===== src/rtl/irq_pend_pkg.sv =====
package irq_pend_pkg;
    localparam int unsigned LINES  = 8;
    localparam int unsigned IDX_W  = $clog2(LINES);
    localparam int unsigned LINE_W = IDX_W + 1;

    typedef logic [LINES-1:0] pend_t;

    typedef enum logic {
        GATE_QUIET = 1'b0,
        GATE_RAISE = 1'b1
    } gate_state_t;
endpackage


===== src/rtl/irq_timer_match.sv =====
module irq_timer_match
    import irq_pend_pkg::*;
#(
    parameter int unsigned CNT_W = 32
) (
    input  logic [CNT_W-1:0] count_i,
    input  logic [CNT_W-1:0] compare_i,
    input  logic [IDX_W-1:0] line_i,
    output logic             hit_o,
    output pend_t            set_mask_o
);
    // An event needs equal values and a count that is not zero.
    assign hit_o = (count_i == compare_i) && (|count_i);

    // Decode the selected line into a one-hot set mask.
    for (genvar g = 0; g < LINES; g++) begin : g_dec
        assign set_mask_o[g] = hit_o && (line_i == IDX_W'(g));
    end
endmodule


===== src/rtl/irq_pend_reg.sv =====
module irq_pend_reg
    import irq_pend_pkg::*;
(
    input  logic              clk,
    input  logic              rst_n,
    input  logic              post_v,
    input  logic [LINE_W-1:0] post_line,
    input  logic              clr_v,
    input  logic [LINE_W-1:0] clr_line,
    input  logic              clr_all,
    input  pend_t             tmr_set,
    output pend_t             pend_q,
    output logic              err_q
);
    logic  post_ok, clr_ok;
    pend_t pend_d;
    logic  err_d;

    assign post_ok = post_v && (post_line < LINE_W'(LINES));
    assign clr_ok  = clr_v  && (clr_line  < LINE_W'(LINES));

    // Apply in priority order: post, then clear, then clear-all, then timer.
    always_comb begin
        pend_d = pend_q;
        if (post_ok) pend_d[post_line[IDX_W-1:0]] = 1'b1;
        if (clr_ok)  pend_d[clr_line[IDX_W-1:0]]  = 1'b0;
        if (clr_all) pend_d = '0;
        pend_d = pend_d | tmr_set;
        err_d  = (post_v && !post_ok) || (clr_v && !clr_ok);
    end

    always_ff @(posedge clk) begin
        if (!rst_n) begin
            pend_q <= '0;
            err_q  <= 1'b0;
        end else begin
            pend_q <= pend_d;
            err_q  <= err_d;
        end
    end

    a_r5_bad_index_holds: assert property (@(posedge clk) disable iff (!rst_n)
        (post_v && !post_ok && !clr_v && !clr_all && tmr_set == '0)
        |=> (pend_q == $past(pend_q)) && err_q);

    a_r4_clear_all_zero: assert property (@(posedge clk) disable iff (!rst_n)
        (clr_all && tmr_set == '0) |=> (pend_q == '0));

    a_r2_post_sets_bit: assert property (@(posedge clk) disable iff (!rst_n)
        (post_ok && !clr_all && !(clr_ok && clr_line == post_line))
        |=> pend_q[$past(post_line[IDX_W-1:0])]);

    a_r3_clear_resets_bit: assert property (@(posedge clk) disable iff (!rst_n)
        (clr_ok && tmr_set == '0) |=> !pend_q[$past(clr_line[IDX_W-1:0])]);
endmodule


===== src/rtl/irq_gate.sv =====
module irq_gate
    import irq_pend_pkg::*;
#(
    parameter bit MATCH_MODE = 1'b0
) (
    input  logic  clk,
    input  logic  rst_n,
    input  logic  enable_i,
    input  logic  err_lvl_i,
    input  logic  exc_lvl_i,
    input  pend_t mask_i,
    input  pend_t pend_i,
    output logic  req_o
);
    gate_state_t state_q, state_d;
    logic        open_w, qual_w;

    assign open_w = enable_i && !err_lvl_i && !exc_lvl_i;

    if (MATCH_MODE) begin : g_bitwise
        assign qual_w = |(mask_i & pend_i);
    end else begin : g_anynz
        assign qual_w = (|mask_i) && (|pend_i);
    end

    always_comb begin
        unique case (state_q)
            GATE_QUIET: state_d = (open_w && qual_w) ? GATE_RAISE : GATE_QUIET;
            GATE_RAISE: state_d = (open_w && qual_w) ? GATE_RAISE : GATE_QUIET;
            default:    state_d = GATE_QUIET;
        endcase
    end

    always_ff @(posedge clk) begin
        if (!rst_n) state_q <= GATE_QUIET;
        else        state_q <= state_d;
    end

    always_comb begin
        req_o = (state_q == GATE_RAISE);
    end

    a_r6_gate_closed: assert property (@(posedge clk) disable iff (!rst_n)
        !open_w |=> !req_o);

    a_r8_no_overlap_quiet: assert property (@(posedge clk) disable iff (!rst_n)
        (MATCH_MODE && (mask_i & pend_i) == '0) |=> !req_o);

    a_r7_any_nonzero: assert property (@(posedge clk) disable iff (!rst_n)
        (!MATCH_MODE && open_w && (|mask_i) && (|pend_i)) |=> req_o);
endmodule


===== src/rtl/irq_pend_gate.sv =====
module irq_pend_gate
    import irq_pend_pkg::*;
#(
    parameter int unsigned CNT_W      = 32,
    parameter bit          MATCH_MODE = 1'b0
) (
    input  logic              clk,
    input  logic              rst_n,
    input  logic              post_v,
    input  logic [LINE_W-1:0] post_line,
    input  logic              clr_v,
    input  logic [LINE_W-1:0] clr_line,
    input  logic              clr_all,
    input  logic              st_enable,
    input  logic              st_err_lvl,
    input  logic              st_exc_lvl,
    input  logic [LINES-1:0]  st_mask,
    input  logic [CNT_W-1:0]  tmr_count,
    input  logic [CNT_W-1:0]  tmr_compare,
    input  logic [IDX_W-1:0]  tmr_line,
    output logic [LINES-1:0]  pend_bits,
    output logic              pend_any,
    output logic              irq_req,
    output logic              line_err
);
    logic  tmr_hit;
    pend_t tmr_set;
    pend_t pend_q;

    irq_timer_match #(.CNT_W(CNT_W)) u_tmr (
        .count_i    (tmr_count),
        .compare_i  (tmr_compare),
        .line_i     (tmr_line),
        .hit_o      (tmr_hit),
        .set_mask_o (tmr_set)
    );

    irq_pend_reg u_pend (
        .clk       (clk),
        .rst_n     (rst_n),
        .post_v    (post_v),
        .post_line (post_line),
        .clr_v     (clr_v),
        .clr_line  (clr_line),
        .clr_all   (clr_all),
        .tmr_set   (tmr_set),
        .pend_q    (pend_q),
        .err_q     (line_err)
    );

    irq_gate #(.MATCH_MODE(MATCH_MODE)) u_gate (
        .clk       (clk),
        .rst_n     (rst_n),
        .enable_i  (st_enable),
        .err_lvl_i (st_err_lvl),
        .exc_lvl_i (st_exc_lvl),
        .mask_i    (st_mask),
        .pend_i    (pend_q),
        .req_o     (irq_req)
    );

    assign pend_bits = pend_q;
    assign pend_any  = |pend_q;

    a_r9_timer_sets_line: assert property (@(posedge clk) disable iff (!rst_n)
        tmr_hit |=> pend_bits[$past(tmr_line)]);

    a_r9_zero_no_event: assert property (@(posedge clk) disable iff (!rst_n)
        (tmr_count == '0) |-> !tmr_hit);

    a_r10_any_flag: assert property (@(posedge clk) disable iff (!rst_n)
        pend_any == (pend_bits != '0));
endmodule


===== config.mk =====
export PLATFORM = sky130hd
export DESIGN_NAME = irq_pend_gate
export DESIGN_NICKNAME = d
export VERILOG_FILES = /design/src/rtl/irq_pend_pkg.sv /design/src/rtl/irq_timer_match.sv /design/src/rtl/irq_pend_reg.sv /design/src/rtl/irq_gate.sv /design/src/rtl/irq_pend_gate.sv
export SDC_FILE = /design/constraint.sdc
export NUM_CORES = 1
export LEC_CHECK = 0
export CAP_MARGIN = 15
export CORE_MARGIN = 10
export CORE_UTILIZATION = 32
export CTS_BUF_LIST = sky130_fd_sc_hd__clkbuf_16
export CTS_CLUSTER_DIAMETER = 30
export DETAILED_ROUTE_END_ITERATION = 6
export HOLD_SLACK_MARGIN = 0.15
export PLACE_DENSITY = 0.82
export SYNTH_ARGS = -nofsm -noshare
export SYNTH_HDL_FRONTEND = slang
export SYNTH_HIERARCHICAL = 1
export SYNTH_SLANG_ARGS = --single-unit

===== constraint.sdc =====
create_clock -name clk -period 1.85 [get_ports clk]
set_clock_uncertainty 0.1 [all_clocks]
set_input_delay 0.37 -clock clk [delete_from_list [all_inputs] [get_ports clk]]
set_output_delay 0.37 -clock clk [all_outputs]
set_load 0.02 [all_outputs]

# Word level (Yosys, flattened, before mapping)
# Index checks and enable logic that the tools add are counted.
# Widths: inputs -> output; s select.
# totals
register_bits	10
inputBits	91
out_inout_bits	11
wordCells	57
# classes
order_cmp	6
n_eq_ne	8
muxes	8
bitwise	4
n_reduce_logical	28
# op_table
op	count
$eq 32x32->1	1
$reduce_or 32->1	1
$mux 8	3
$logic_and 1x1->1	19
$or 8x8->8	2
$reduce_or 8->1	2
$eq 3x3->1 const B	4
$and 8x8->8	1
$lt 3x4->1 const B	2
$lt 4x4->1 const B	2
$not 8->8	1
$demux 1 s3	2
$eq 3x2->1 const B	2
$ge 3x1->1 const B	2
$logic_not 1->1	4
$eq 3x1->1 const B	1
$logic_not 3->1	1
$mux 1	3
$logic_or 1x1->1	1

# Longest topological paths before layout
# logic_depth
ltp_word	10
ltp_mapped	6
depth_no_buf	6

# Modules after synthesis
# The synthesis kept the hierarchy.
# modules_own_cells
module	n_inst	cells_per_inst	area_per_inst_um2	seq_area_each_um2
irq_timer_match	1	71	575.6	0.0
irq_pend_reg	1	56	485.5	180.2
irq_gate	1	8	71.3	20.0
irq_pend_gate	1	3	16.3	0.0

# Worst setup path after synthesis
# Ideal clock, no wire load.
# synth_timing
kind	input to register
startpoint	in tmr_compare[23]
endpoint	reg u_pend.pend_q[2]
setup_time_ns	0.084
arrival_ns	1.455
t_required_ns	1.666
slack_ns	0.211
stages	6
n_path_buf	0
path_cell_list	xor2_1 nor4_2 nand4_2 nor4_1 nand2_1 o31ai_2
# synth_between
elab_chain_len	4
# synth_rtl
item	line	text
start: declaration	irq_pend_gate.sv:19	input logic [CNT_W-1:0] tmr_compare,
$eq 32x32->1	irq_timer_match.sv:13	assign hit_o = (count_i == compare_i) && (|count_i);
$logic_and 1x1->1	irq_timer_match.sv:13	
$logic_and 1x1->1	irq_timer_match.sv:17	assign set_mask_o[g] = hit_o && (line_i == IDX_W'(g));
net tmr_set[2]	irq_pend_gate.sv:27	pend_t tmr_set;
$or 8x8->8	irq_pend_reg.sv:28	pend_d = pend_d | tmr_set;
end signal: assignment	irq_pend_reg.sv:37	pend_q <= pend_d;
end: declaration	irq_pend_reg.sv:12	output pend_t pend_q,
# The timed path passes the listed nets, and every way through them passes these cells.
# A chain may end at the register's enable or synchronous reset.

# Final worst setup path
# layout_timing
startpoint	in tmr_compare[19]
endpoint	reg u_pend.pend_q[7]
# The elaborated chain is that of the path after synthesis.

==> metrics.md <==
| Metric | Value |
|---|---|
| WL/cell | 24.8 µm |
| Final worst path period need | 1.90 ns |
| Initial Util | 0.337 |
| Clock sink total | 10 |
| WP data arrival | 1.94 ns |
| Antenna diodes | 0 |
| P_sw | 0.321 mW |
| Worst slew pin tran | 0.407 ns |
| Cell count after synthesis | 137 |
| CP startpoint kind | input pin |
| Area delta synth->final | 146% |
| TritonCTS clock tree | done |
| Skew-Pair Late Insertion Delay | 0.24 ns |
| Final #Nets | 361 |
| Routability congestion estimate | 0.868 |
| Fin crit share | 1.03 |
| CTS buffer count | 3 |
| Crit end category | flip-flop |
| # setup viols final | 2 |
| FF-to-FF setup slack | 0.72 ns |
| Std-Cell Rows | 21 |
| Initial DRC Count | 198 |
| Combinational share of power | 0.426 |
| Hpwl dp | 4770 µm |
| Pwr Density | 375 nW/µm² |
| Clock power share | 0.364 |
| Drt pass-1 iters | 4 |
| Core Area | 3390 µm² |
| Final WS setup | -0.0478 ns |
| Antenna violations before repair | 0 |
| Max frequency | 527 MHz |
| Largest net degree at the start of global routing | 10 |
| Final Slew Violations | 0 |
| Hold crit path type | reg2reg |
| Hold buffers post-CTS | 0 |
| All-Layer GR Usage | 0.201 |
| I/O Pins | 102 |
| Peak supply drop | 0.000433 V |
| Post-Syn Nets | 228 |
| Remaining antenna violation count after routing | 0 |
| Vias/cell | 5.70 |
| Yosys warns | 6 |
| H-Tree Level Count | 1 |
| Vias | 1,790 |
| CTS Buffer Depth | 2 |
| Vias in the first global route | 1,820 |
| Internal power | 0.734 mW |
| Final hold violations | 0 |
| Port Buffers | 101 |
| Setup CP Type | in2reg |
| Share of layout cells above drive strength 1 | 0.451 |
| Clock root cell | clkbuf_16 |
| First-pass GRT wire length | 9890 µm |
| Max-slew headroom | 0.726 |
| Leakage power total | 1.19 nW |
| Reg power frac | 0.210 |
| RSZ-0062 raised after global routing | true |
| Die Width | 79.8 µm |
| Routed Wire Length | 7770 µm |
| Post-Syn Area | 1140 µm² |
| Total power | 1.06 mW |
| Status | finished, violations left |
| DP Worst Slack | -0.539 ns |
| Max FO, Critical Path | 6 |
| Violated checks | setup timing |
| Die Span Y | 79.8 µm |
| Fillers | 169 |
| Avg Cell Area, Syn | 8.35 µm² |
| Switching part of the total | 0.304 |
| Die Area | 6360 µm² |
| Overflow after GRT | 0 |
| Total of max-cap violations | 0 |
| Remaining DRCs | 0 |
| Clock Pin Slew Worst Setup and Hold Paths | 0.04 ns |
| CP Data Required Time | 1.89 ns |
worst paths after layout:
| kind | start | end | cells after the start |
|---|---|---|---|
| setup / recovery | tmr_compare[19] | u_pend/pend_q[7] | 8 |
| hold reg to reg | u_pend/pend_q[4] | u_pend/pend_q[4] | 2 |
| setup reg to reg | u_pend/pend_q[0] | u_gate/req_o | 3 |
| hold / removal | u_pend/pend_q[4] | u_pend/pend_q[4] | 2 |
registers in the layout, indices dropped and copies added, names as in the netlist:
signal         cells
u_pend/pend_q      8
u_gate/req_o       1
u_pend/err_q       1
area by class of cell:
cell class                      instances  area [µm²]  share of cell area
Multi-Input combinational cell        125        1320               0.470
Timing Repair Buffer                  130        1160               0.412
Sequential cell                        10         200              0.0711
Clock buffer                            3        75.1              0.0267
Tap cell                               46        57.6              0.0205
placed cells by master (no fill, tap or decap), types with 2 or more instances in the layout:
cell,instances
clkdlybuf4s50_1,36
clkbuf_2,26
buf_4,24
xor2_2,21
dlymetal6s2s_1,19
nor4_2,13
nor4_4,12
nand2_1,11
dlygate4sd2_1,11
xor2_1,11
dfxtp_1,10
buf_6,8
nor2_1,8
a21oi_1,7
nor4_1,5
clkdlybuf4s15_1,5
o31ai_2,5
nand3b_1,4
clkbuf_16,3
nor2b_1,3
o31ai_1,3
nand2b_1,2
or3b_1,2
a31oi_1,2
nand4_1,2
or3b_2,2
through the flow:
stage               TNS (ns)  hold slack, ns  cells  utilization  area, µm²
floorplan                  0           0.436    137            -       1140
global placement       -3.75           0.471    304        0.697       2360
detailed placement     -3.81           0.476    304        0.697       2360
CTS                   -0.280           0.481    308        0.756       2560
global route          -0.444           0.584    314        0.830       2810
finish               -0.0480           0.543    314        0.830       2810
power groups by stage:
| stage | sequential [mW] | combinational (mW) | clock [mW] |
|---|---|---|---|
| detailed placement | 0.225 | 0.392 | 0 |
| floorplan | 0.228 | 0.108 | 0 |
| global placement | 0.225 | 0.388 | 0 |
| finish | 0.222 | 0.449 | 0.384 |
| CTS | 0.221 | 0.392 | 0.383 |
| global route | 0.222 | 0.471 | 0.405 |
metal layers:
layer,routed length (µm),track usage
met4,409,0.0792
met2,4250,0.387
met5,0,0
met3,629,0.0484
met1,2490,0.200
repair_timing:
item                                    4_1_cts  5_1_grt
gates resized for setup                      69      126
buffers inserted                              1        6
hold endpoints to repair                      0        0
endpoints found under the setup margin        9        9
pin swaps                                    25       33
worst max-delay path, cell delays in order:
cell            delay [ns]
dlymetal6s2s_1        0.14
xor2_2                0.20
nor4_4                0.34
nand4_4               0.23
buf_6                 0.19
nor4_4                0.25
nand2_1               0.13
o31ai_2               0.09
(Power assumes the default switching activity.)
